File: src/rtl/irq_arb_pkg.sv
package irq_arb_pkg;
   typedef enum logic [1:0] {
      FLD_PRIO = 2'd0,
      FLD_EN   = 2'd1,
      FLD_PEND = 2'd2
   } fld_e;
endpackage

File: src/rtl/irq_pend_bank.sv
module irq_pend_bank
   import irq_arb_pkg::*;
#(
   parameter int N_LINES = 32,
   parameter int PRIO_W  = 2,
   parameter int FIELD_W = 8,
   localparam int NW     = $clog2(N_LINES)
) (
   input  logic                           clk_i,
   input  logic                           rst_ni,
   input  logic [N_LINES-1:0]             req_i,
   input  logic                           cfg_we_i,
   input  logic [NW-1:0]                  cfg_node_i,
   input  logic [1:0]                     cfg_field_i,
   input  logic [FIELD_W-1:0]             cfg_wdata_i,
   input  logic                           clr_i,
   input  logic [NW-1:0]                  clr_node_i,
   output logic [N_LINES-1:0]             pend_o,
   output logic [N_LINES-1:0]             en_o,
   output logic [N_LINES-1:0][PRIO_W-1:0] prio_o
);
   for (genvar i = 0; i < N_LINES; i++) begin : g_line
      logic req_q;
      logic sel;
      assign sel = cfg_we_i && (cfg_node_i == NW'(i));
      always_ff @(posedge clk_i) begin
         if (!rst_ni) begin
            req_q     <= 1'b0;
            pend_o[i] <= 1'b0;
            en_o[i]   <= 1'b0;
            prio_o[i] <= '0;
         end else begin
            req_q <= req_i[i];
            if (req_i[i] && !req_q)
               pend_o[i] <= 1'b1;
            else if (sel && fld_e'(cfg_field_i) == FLD_PEND)
               pend_o[i] <= cfg_wdata_i[0];
            else if (clr_i && clr_node_i == NW'(i))
               pend_o[i] <= 1'b0;
            if (sel && fld_e'(cfg_field_i) == FLD_EN)
               en_o[i] <= cfg_wdata_i[0];
            if (sel && fld_e'(cfg_field_i) == FLD_PRIO)
               prio_o[i] <= cfg_wdata_i[FIELD_W-1 -: PRIO_W];
         end
      end
   end
endmodule

File: src/rtl/irq_pick.sv
module irq_pick #(
   parameter int N_LINES = 32,
   parameter int PRIO_W  = 2,
   localparam int NW     = $clog2(N_LINES)
) (
   input  logic                           clk_i,
   input  logic                           rst_ni,
   input  logic [N_LINES-1:0]             pend_i,
   input  logic [N_LINES-1:0]             en_i,
   input  logic [N_LINES-1:0][PRIO_W-1:0] prio_i,
   output logic                           win_v_o,
   output logic [NW-1:0]                  win_node_o,
   output logic [PRIO_W-1:0]              win_prio_o
);
   always_comb begin
      win_v_o    = 1'b0;
      win_node_o = '0;
      win_prio_o = '1;
      for (int i = 0; i < N_LINES; i++) begin
         if (pend_i[i] && en_i[i] && (!win_v_o || prio_i[i] < win_prio_o)) begin
            win_v_o    = 1'b1;
            win_node_o = NW'(i);
            win_prio_o = prio_i[i];
         end
      end
   end

   AST_WIN_ELIGIBLE: assert property (@(posedge clk_i) disable iff (!rst_ni)
      win_v_o |-> (pend_i[win_node_o] && en_i[win_node_o]));
endmodule

File: src/rtl/irq_act_stack.sv
module irq_act_stack #(
   parameter int DEPTH  = 4,
   parameter int PRIO_W = 2,
   localparam int DW    = $clog2(DEPTH + 1)
) (
   input  logic              clk_i,
   input  logic              rst_ni,
   input  logic              push_i,
   input  logic [PRIO_W-1:0] push_prio_i,
   input  logic              pop_i,
   output logic [DW-1:0]     depth_o,
   output logic [PRIO_W-1:0] top_o,
   output logic [PRIO_W-1:0] under_o
);
   logic [DEPTH-1:0][PRIO_W-1:0] stk_q;

   for (genvar k = 0; k < DEPTH; k++) begin : g_slot
      always_ff @(posedge clk_i) begin
         if (!rst_ni)
            stk_q[k] <= '0;
         else if (push_i && depth_o == DW'(k))
            stk_q[k] <= push_prio_i;
      end
   end

   always_ff @(posedge clk_i) begin
      if (!rst_ni)
         depth_o <= '0;
      else if (push_i && !pop_i)
         depth_o <= depth_o + 1'b1;
      else if (pop_i && !push_i)
         depth_o <= depth_o - 1'b1;
   end

   always_comb begin
      top_o   = '0;
      under_o = '0;
      for (int k = 0; k < DEPTH; k++) begin
         if (depth_o == DW'(k + 1)) top_o   = stk_q[k];
         if (depth_o == DW'(k + 2)) under_o = stk_q[k];
      end
   end

   AST_DEPTH_LIMIT: assert property (@(posedge clk_i) disable iff (!rst_ni)
      depth_o <= DW'(DEPTH));
   AST_PUSH_GROWS: assert property (@(posedge clk_i) disable iff (!rst_ni)
      (push_i && !pop_i) |=> depth_o == $past(depth_o) + 1'b1);
endmodule

File: src/rtl/irq_prio_arb.sv
module irq_prio_arb
   import irq_arb_pkg::*;
#(
   parameter int N_LINES     = 32,
   parameter int PRIO_W      = 2,
   parameter int FIELD_W     = 8,
   parameter int STACK_DEPTH = 4
) (
   input  logic                                 clk_i,
   input  logic                                 rst_ni,
   input  logic [N_LINES-1:0]                   req_i,
   input  logic                                 cfg_we_i,
   input  logic [$clog2(N_LINES)-1:0]           cfg_node_i,
   input  logic [1:0]                           cfg_field_i,
   input  logic [FIELD_W-1:0]                   cfg_wdata_i,
   output logic [FIELD_W-1:0]                   cfg_rdata_o,
   input  logic                                 ack_i,
   input  logic                                 ret_i,
   output logic                                 entry_req_o,
   output logic [$clog2(N_LINES)-1:0]           entry_node_o,
   output logic [PRIO_W-1:0]                    entry_prio_o,
   output logic                                 entry_nest_o,
   output logic                                 tail_chain_o,
   output logic                                 restore_o,
   output logic [$clog2(STACK_DEPTH+1)-1:0]     act_depth_o
);
   localparam int NW = $clog2(N_LINES);
   localparam int DW = $clog2(STACK_DEPTH + 1);

   if (PRIO_W < 1 || PRIO_W > FIELD_W) begin : g_bad_prio
      $error("PRIO_W must lie in 1..FIELD_W");
   end
   if (N_LINES < 2 || STACK_DEPTH < 1) begin : g_bad_size
      $error("N_LINES must be at least 2 and STACK_DEPTH at least 1");
   end

   logic [N_LINES-1:0]             pend, en;
   logic [N_LINES-1:0][PRIO_W-1:0] prio;
   logic                           win_v;
   logic [NW-1:0]                  win_n;
   logic [PRIO_W-1:0]              win_p, top_p, under_p;
   logic                           push, pop, tail_d, tail_q, rest_q;

   assign push = ack_i && entry_req_o && !ret_i;
   assign pop  = ret_i && act_depth_o != '0;

   irq_pend_bank #(.N_LINES(N_LINES), .PRIO_W(PRIO_W), .FIELD_W(FIELD_W)) bank_i (
      .clk_i, .rst_ni, .req_i, .cfg_we_i, .cfg_node_i, .cfg_field_i, .cfg_wdata_i,
      .clr_i(push), .clr_node_i(win_n), .pend_o(pend), .en_o(en), .prio_o(prio));

   irq_pick #(.N_LINES(N_LINES), .PRIO_W(PRIO_W)) pick_i (
      .clk_i, .rst_ni, .pend_i(pend), .en_i(en), .prio_i(prio),
      .win_v_o(win_v), .win_node_o(win_n), .win_prio_o(win_p));

   irq_act_stack #(.DEPTH(STACK_DEPTH), .PRIO_W(PRIO_W)) stack_i (
      .clk_i, .rst_ni, .push_i(push), .push_prio_i(win_p), .pop_i(pop),
      .depth_o(act_depth_o), .top_o(top_p), .under_o(under_p));

   assign entry_req_o  = win_v && act_depth_o != DW'(STACK_DEPTH) &&
                         (act_depth_o == '0 || win_p < top_p);
   assign entry_node_o = win_n;
   assign entry_prio_o = win_p;
   assign entry_nest_o = entry_req_o && act_depth_o != '0;

   assign tail_d = pop && win_v && (act_depth_o == DW'(1) || win_p < under_p);

   always_ff @(posedge clk_i) begin
      if (!rst_ni) begin
         tail_q <= 1'b0;
         rest_q <= 1'b0;
      end else begin
         tail_q <= tail_d;
         rest_q <= pop && !tail_d;
      end
   end
   assign tail_chain_o = tail_q;
   assign restore_o    = rest_q;

   always_comb begin
      cfg_rdata_o = '0;
      if (int'(cfg_node_i) < N_LINES) begin
         case (fld_e'(cfg_field_i))
            FLD_PRIO: cfg_rdata_o[FIELD_W-1 -: PRIO_W] = prio[cfg_node_i];
            FLD_EN:   cfg_rdata_o[0] = en[cfg_node_i];
            FLD_PEND: cfg_rdata_o[0] = pend[cfg_node_i];
            default:  cfg_rdata_o = '0;
         endcase
      end
   end

   AST_RET_ONE_OUTCOME: assert property (@(posedge clk_i) disable iff (!rst_ni)
      !(tail_chain_o && restore_o));
   AST_OUTCOME_NEEDS_RET: assert property (@(posedge clk_i) disable iff (!rst_ni)
      (tail_chain_o || restore_o) |-> $past(ret_i));
   AST_ACK_CLEARS: assert property (@(posedge clk_i) disable iff (!rst_ni)
      (push && !cfg_we_i && !req_i[entry_node_o]) |=> !pend[$past(entry_node_o)]);
endmodule

File: config.mk
export PLATFORM = sky130hd
export DESIGN_NAME = irq_prio_arb
export DESIGN_NICKNAME = d
export VERILOG_FILES = /design/src/rtl/irq_arb_pkg.sv /design/src/rtl/irq_pend_bank.sv /design/src/rtl/irq_pick.sv /design/src/rtl/irq_act_stack.sv /design/src/rtl/irq_prio_arb.sv
export SDC_FILE = /design/constraint.sdc
export NUM_CORES = 1
export LEC_CHECK = 0
export CAP_MARGIN = 5
export CORE_AREA = 2 2 146 148
export DETAILED_ROUTE_END_ITERATION = 16
export DIE_AREA = 0 0 148 150
export DONT_BUFFER_PORTS = 1
export PLACE_DENSITY_LB_ADDON = 0.08
export SETUP_SLACK_MARGIN = 0.2
export SKIP_LAST_GASP = 1
export SYNTH_ARGS = -nofsm -noshare
export SYNTH_HDL_FRONTEND = slang
export SYNTH_SLANG_ARGS = --single-unit
File: constraint.sdc
create_clock -name clk_i -period 22.1 [get_ports clk_i]
set_input_delay 3.315 -clock clk_i [delete_from_list [all_inputs] [get_ports clk_i]]
set_output_delay 3.315 -clock clk_i [all_outputs]
set_load 0.005 [all_outputs]
# Word-level counts from Yosys, hierarchy flattened

Index checks and enable logic that the tools add are counted.

Register bits after elaboration: 173
Input port bits: 52

Add/subtract/negate cells: 2
Magnitude comparators: 34
Reductions and logical operators: 408
Muxes and demuxes: 209
Eq/ne operators: 70

Operator list:

| kind                                                 | number |
|---|---|
| logical AND 1 bit                                    | 270 |
| equality test 5 bit (second input constant)          | 32 |
| 2-to-1 mux 1 bit                                     | 131 |
| nonzero test 3 bit                                   | 33 |
| 2-to-1 mux 2 bit                                     | 44 |
| equality test 5 x 4 -> 1 bit (second input constant) | 16 |
| 2-to-1 mux 5 bit                                     | 16 |
| logical NOT 1 bit                                    | 67 |
| < comparator 2 bit                                   | 33 |
| equality test 5 x 3 -> 1 bit (second input constant) | 8 |
| logical OR 1 bit                                     | 33 |
| 2-to-1 mux 4 bit                                     | 8 |
| equality test 5 x 2 -> 1 bit (second input constant) | 4 |
| 2-to-1 mux 3 bit                                     | 6 |
| binary-select mux 1 bit (select 5 bit)               | 2 |
| binary-select mux 2 bit (select 5 bit)               | 1 |
| equality test 5 x 1 -> 1 bit (second input constant) | 2 |
| logical NOT 5 bit                                    | 2 |
| equality test 3 x 2 -> 1 bit (second input constant) | 2 |
| equality test 3 bit (second input constant)          | 2 |
| < comparator 5 x 6 -> 1 bit (second input constant)  | 1 |
| adder 3 x 1 -> 3 bit (second input constant)         | 1 |
| equality test 3 x 1 -> 1 bit (second input constant) | 1 |
| logical NOT 3 bit                                    | 1 |
| 7 further kinds                                      | 7 |

# Depth between registers and ports, before layout

Depth after elaboration: 135
Depth in mapped cells: 28
Mapped depth without buffers: 24

# Modules after synthesis

Synthesis repeated with hierarchy kept, for this count alone.

Cell total of the unflattened synthesis: 1514
Area total of the unflattened synthesis: 12547.0 um^2

Modules (own cells, without submodules):

| module        | cells an instance | times used | seq. area each (um^2) | area an instance (um^2) |
|---|---|---|---|---|
| irq_pend_bank | 770               | 1          | 3203.1                | 6855.3 |
| irq_pick      | 558               | 1          | 0.0                   | 3587.2 |
| irq_prio_arb  | 106               | 1          | 40.0                  | 1376.3 |
| irq_act_stack | 80                | 1          | 220.2                 | 728.2 |

# Worst setup path before layout

OpenSTA, ideal clock, no wires.

Path type: register -> output
From: reg bank_i.prio_o[1] (netlist name)
To: out entry_nest_o
Setup slack: 12.763 ns
Required time: 18.785 ns
Arrival time: 6.022 ns
Buffers on the path: 3
Cell stages (with the launch flop): 25
Cell sequence: dfxtp_1 > and3b_1 > clkbuf_2 > a2111o_1 > or3_1 > buf_2 > or3_1 > buf_6 > o2bb2ai_4 > a221oi_2 > a21o_4 > or3_4 > o32ai_2 > nor3_4 > a2111oi_4 > o21ai_1 > a211oi_1 > o31ai_1 > o21ai_1 > o311a_1 > mux2i_1 > ha_1 > o31a_1 > o21ai_2 > and3_1

Longest elaborated chain between the ends: 129
Elaborated cells between the ends (all ways): 191

Ends and longest elaborated chain:

| what                                                    | line                | text |
|---|---|---|
| from (decl)                                             | irq_pend_bank.sv:20 | `output logic [N_LINES-1:0][PRIO_W-1:0] prio_o` |
| from (signal, indexed assignment)                       | irq_pend_bank.sv:43 | `prio_o[i] <= cfg_wdata_i[FIELD_W-1 -: PRIO_W];` |
| 2-to-1 mux 2 bit *                                      | irq_pick.sv:20      | `if (pend_i[i] && en_i[i] && (!win_v_o \|\| prio_i[i] < win_prio_o)) begin` |
| < comparator 2 bit                                      | irq_pick.sv:20      |  |
| logical OR 1 bit                                        | irq_pick.sv:20      |  |
| logical AND 1 bit                                       | irq_pick.sv:20      |  |
| 2-to-1 mux 2 bit or 2-to-1 mux 1 bit (tied branches)    | irq_pick.sv:20      |  |
| < comparator 2 bit or logical NOT 1 bit (tied branches) | irq_pick.sv:20      |  |
| logical OR 1 bit                                        | irq_pick.sv:20      |  |
| logical AND 1 bit                                       | irq_pick.sv:20      |  |
| [114 not listed]                                        | n/a                 |  |
| logical OR 1 bit                                        | irq_pick.sv:20      |  |
| logical AND 1 bit                                       | irq_pick.sv:20      |  |
| 2-to-1 mux 2 bit *                                      | irq_pick.sv:20      |  |
| via entry_prio_o[1]                                     | irq_prio_arb.sv:21  | `output logic [PRIO_W-1:0] entry_prio_o,` |
| < comparator 2 bit *                                    | irq_prio_arb.sv:60  | `(act_depth_o == '0 \|\| win_p < top_p);` |
| logical OR 1 bit *                                      | irq_prio_arb.sv:60  |  |
| logical AND 1 bit *                                     | irq_prio_arb.sv:59  | `assign entry_req_o = win_v && act_depth_o != DW'(STACK_DEPTH) &&` |
| logical AND 1 bit *                                     | irq_prio_arb.sv:63  | `assign entry_nest_o = entry_req_o && act_depth_o != '0;` |
| to (decl)                                               | irq_prio_arb.sv:22  | `output logic entry_nest_o,` |

Mark *: on every way through the listed nets, which the timed path passes. The rest lies on a longest branch.

# Final worst setup path

From: reg bank_i.prio_o[1] (netlist name)
To: out entry_nest_o

Longest elaborated chain between the ends: 129
Elaborated cells between the ends (all ways): 191

Ends and longest elaborated chain:

| what                                                    | line |
|---|---|
| 2-to-1 mux 2 bit *                                      | irq_pick.sv:20 |
| < comparator 2 bit                                      | irq_pick.sv:20 |
| logical OR 1 bit                                        | irq_pick.sv:20 |
| logical AND 1 bit                                       | irq_pick.sv:20 |
| 2-to-1 mux 2 bit or 2-to-1 mux 1 bit (tied branches)    | irq_pick.sv:20 |
| < comparator 2 bit or logical NOT 1 bit (tied branches) | irq_pick.sv:20 |
| logical OR 1 bit                                        | irq_pick.sv:20 |
| logical AND 1 bit                                       | irq_pick.sv:20 |
| [113 not listed]                                        | n/a |
| < comparator 2 bit or logical NOT 1 bit (tied branches) | irq_pick.sv:20 |
| logical OR 1 bit                                        | irq_pick.sv:20 |
| logical AND 1 bit                                       | irq_pick.sv:20 |
| 2-to-1 mux 2 bit                                        | irq_pick.sv:20 |
| < comparator 2 bit                                      | irq_prio_arb.sv:60 |
| logical OR 1 bit                                        | irq_prio_arb.sv:60 |
| logical AND 1 bit *                                     | irq_prio_arb.sv:59 |
| logical AND 1 bit *                                     | irq_prio_arb.sv:63 |

Mark *: on every way between the ends. The rest lies on a longest branch, timed or not.

==> results.yml <==
status:
  status: "finished, final reports clean"
routing:
  first_pass_iters: 6
  drc_errors: 0
  viasPerCell: 6.68
  drtIter0Drc: 1362
  wirelength_um: 39000
  routedWlPerCell_um: 20.6
  vias: 12600
  ant_nets: 0
pwr:
  leakagePower_nw: 4.64
  fin_total_pwr_mw: 0.719
  vdd_ir_drop_max_uv: 70.3
  power-per-cell-area_nw_per_um2: 55.1
global_route:
  grtUsageMet2_pct: 53.3
  busiest_layer: "met2"
  grt_use_met1_pct: 50.9
  grt_util_met3_pct: 6.62
  grt_max_degree: 99
  grt_overflow: 0
  grt_pass1_vias: 11200
  grt_pass1_wl_um: 61500
  antenna_found_initial: 0
  grt_use_total_pct: 35.1
critical_path:
  cp-start-kind: "flip-flop"
  crit_type: "flip-flop to output port"
  critPathRequiredTime_ps: 18780
  end_kind: "output port"
  cp_data_arrival_time_ps: 7640
  crit_path_max_fanout: 13
clocking:
  numCtsBuffers: 17
  cts_root_buf: "clkbuf_16"
  numClockSinks: 173
  insertion_delay_ps: 440
  cts-htree-levels: 4
  cts_resized: 0
  clkSlewWorstSetupHoldPaths_ps: 80
  cts_tree: "built"
  clockBufferDepth: 2
  cts_setup_buffers: 0
  ctsHoldBuffers: 0
synthesis:
  synth_cell_type_count: 103
  yosys_most_used_dff: "dfxtp_1"
  yosys-top-cells-area: "dfxtp_1 (28%), nand2_1 (9.1%), a21oi_1 (7.6%)"
  synth.ff_latch_count: 173
  yosysTopAreaCell: "dfxtp_1"
  syn_area_per_cell_um2: 7.47
  syn_inst: 1663
  yosys_warnings: 0
  synth_edf_count: 0
  yosysSeqAreaShare_pct: 27.9
  synth_top_cell_area_share_pct: 27.9
  async_reset_ff_share_pct: 0
  syn-cell-area_um2: 12400
sta:
  rsz0062_at_grt: "no"
  min_period_over_period_pct: 49.6
  setup_viol: 0
  worst_slew_pin_slew_ps: 1070
  fin_skew_ps: 12.9
  fmax_mhz: 91.3
  slew_viol_final: 0
  fin_crit_ps: 10950
  tns_ps: 0
  relSlewSlack_pct: 28.8
  hold_viol: 0
place:
  dpl.hpwl_um: 28800
  io_buffers: 0
  gp_congestion: 0.973
final_layout:
  n_antenna_cell: 0
  fillers: 1904
  area_growth_pct: 4.95
  seqCellArea_um2: 3460
  multi_input_area_um2: 8410
  drive_gt1_share_pct: 8.66
  nets: 1666
floorplan:
  ios: 74
  initial_core_util_pct: 60.1
  die_h_um: 150
  dieArea_um2: 22200
  row_count: 53
  die_x_um: 148
  core_area_um2: 20700
hold_path:
  hp-class: "flip-flop to flip-flop"
job:
  drv_cap: 0
cell families after synthesis:
logic type	Yosys count	synth area share [%]
other cells	1	0.0302
xor+xnor	2	0.141
mux	49	7.97
flops	173	27.9
fa+ha+maj	15	1.43
compound gates	511	27.6
buf+inv	144	4.64
simple gates	768	30.4
cell usage in the layout, fill, tap and decap left out, types with 9 or more instances in the layout:
cell type,count
nand2_1,302
a21oi_1,188
dfxtp_1,173
nand3_1,143
nor2_1,116
o21ai_0,67
inv_1,52
and2_1,42
mux4_2,40
nor2b_1,34
a21o_1,31
a31oi_1,30
nor3_1,17
clkbuf_16,17
nand4_1,15
o31ai_1,15
a311oi_1,14
a211oi_1,13
o21bai_1,12
or3_1,12
a21boi_0,11
nand3b_1,10
or2_2,10
and3_1,10
nand2b_1,10
mux2i_1,9
ha_1,9
critical path: stages, from the launching register on:
cell and delay [ps]:
dfxtp_1 420, and3b_1 280, a2111o_1 500, nor3_2 470, nand3_1 540, nor4_1 670, o221ai_1 340, o21bai_1 300
or2_2 330, o21ai_0 240, a31oi_1 220, nand3_1 140, o211ai_1 150, a211oi_1 480, o31ai_1 220, o21ai_1 230
o311a_1 270, mux2i_1 360, ha_1 300, o31a_1 290, o21ai_2 200, and3_1 240
sequential cells by signal, indices dropped and copies added (netlist names):
name / count
bank_i.g_line.req_q: 32
tail_chain_o: 1
restore_o: 1
bank_i.prio_o: 64
stack_i.depth_o: 3
bank_i.pend_o: 32
stack_i.stk_q: 8
bank_i.en_o: 32
path summary, 6_finish.rpt:
path | startpoint | endpoint | slack (ps) | cells past startpoint
hold / removal | bank_i.en_o[23]$_SDFFE_PN0P_ | bank_i.en_o[23]$_SDFFE_PN0P_ | 470 | 2
setup reg to reg | bank_i.prio_o[1]$_SDFFE_PN0P_ | bank_i.pend_o[18]$_SDFFE_PN0P_ | 13900 | 23
hold reg to reg | bank_i.en_o[23]$_SDFFE_PN0P_ | bank_i.en_o[23]$_SDFFE_PN0P_ | 470 | 2
setup / recovery | bank_i.prio_o[1]$_SDFFE_PN0P_ | entry_nest_o | 11150 | 21
routing by layer:
| layer | vias up | wire length, µm | part of all wire [%] |
|---|---|---|---|
| met2 | 641 | 17300 | 44 |
| met3 | 54 | 3920 | 10 |
| li1 | 6006 | - | - |
| met4 | 0 | 780 | 2.0 |
| met1 | 5940 | 17100 | 44 |
| met5 | - | 0 | 0 |
cell usage after synthesis, drive strengths merged, types with 10 or more instances:
library cell  instances
a211oi               14
a21boi               11
a21o                 32
a21oi               192
a311oi               14
a31oi                30
and2                 43
and3                 10
buf                  22
clkbuf               68
dfxtp               173
ha                   11
inv                  53
mux4                 40
nand2               303
nand2b               10
nand3               143
nand3b               10
nand4                17
nor2                119
nor2b                34
nor3                 21
nor4                 13
o21ai                76
o21bai               12
o31ai                19
or2                  12
or3                  13
through the flow:
| stage | worst slack (ps) | hold slack (ps) | cells | instance area [µm²] | util, % |
|---|---|---|---|---|---|
| after global placement | 12000 | 453 | 1859 | 12500 | 60.3 |
| after detailed placement | 11860 | 463 | 1859 | 12500 | 60.3 |
| after CTS | 11360 | 473 | 1891 | 13000 | 63.0 |
| final | 11150 | 473 | 1891 | 13000 | 63.0 |
| after global routing | 10720 | 502 | 1891 | 13000 | 63.0 |
| after floorplan | 12760 | 446 | 1667 | 12400 | - |
power breakdown:
part	leakage (nW)	internal (mW)	switching, mW	total, mW
sequential	1.41	0.322	0.0130	0.335
clock	0.282	0.160	0.137	0.297
combinational	2.95	0.0323	0.0544	0.0868
final cells by class:
class	count	area share [%]
clock buffers	18	3.37
clock inverters	14	1.01
inverters	54	1.57
multi-input cells	1350	64.5
flip-flops and latches	173	26.6
well taps	275	2.64
repair buffers	7	0.403
(Power assumes the default switching activity.)
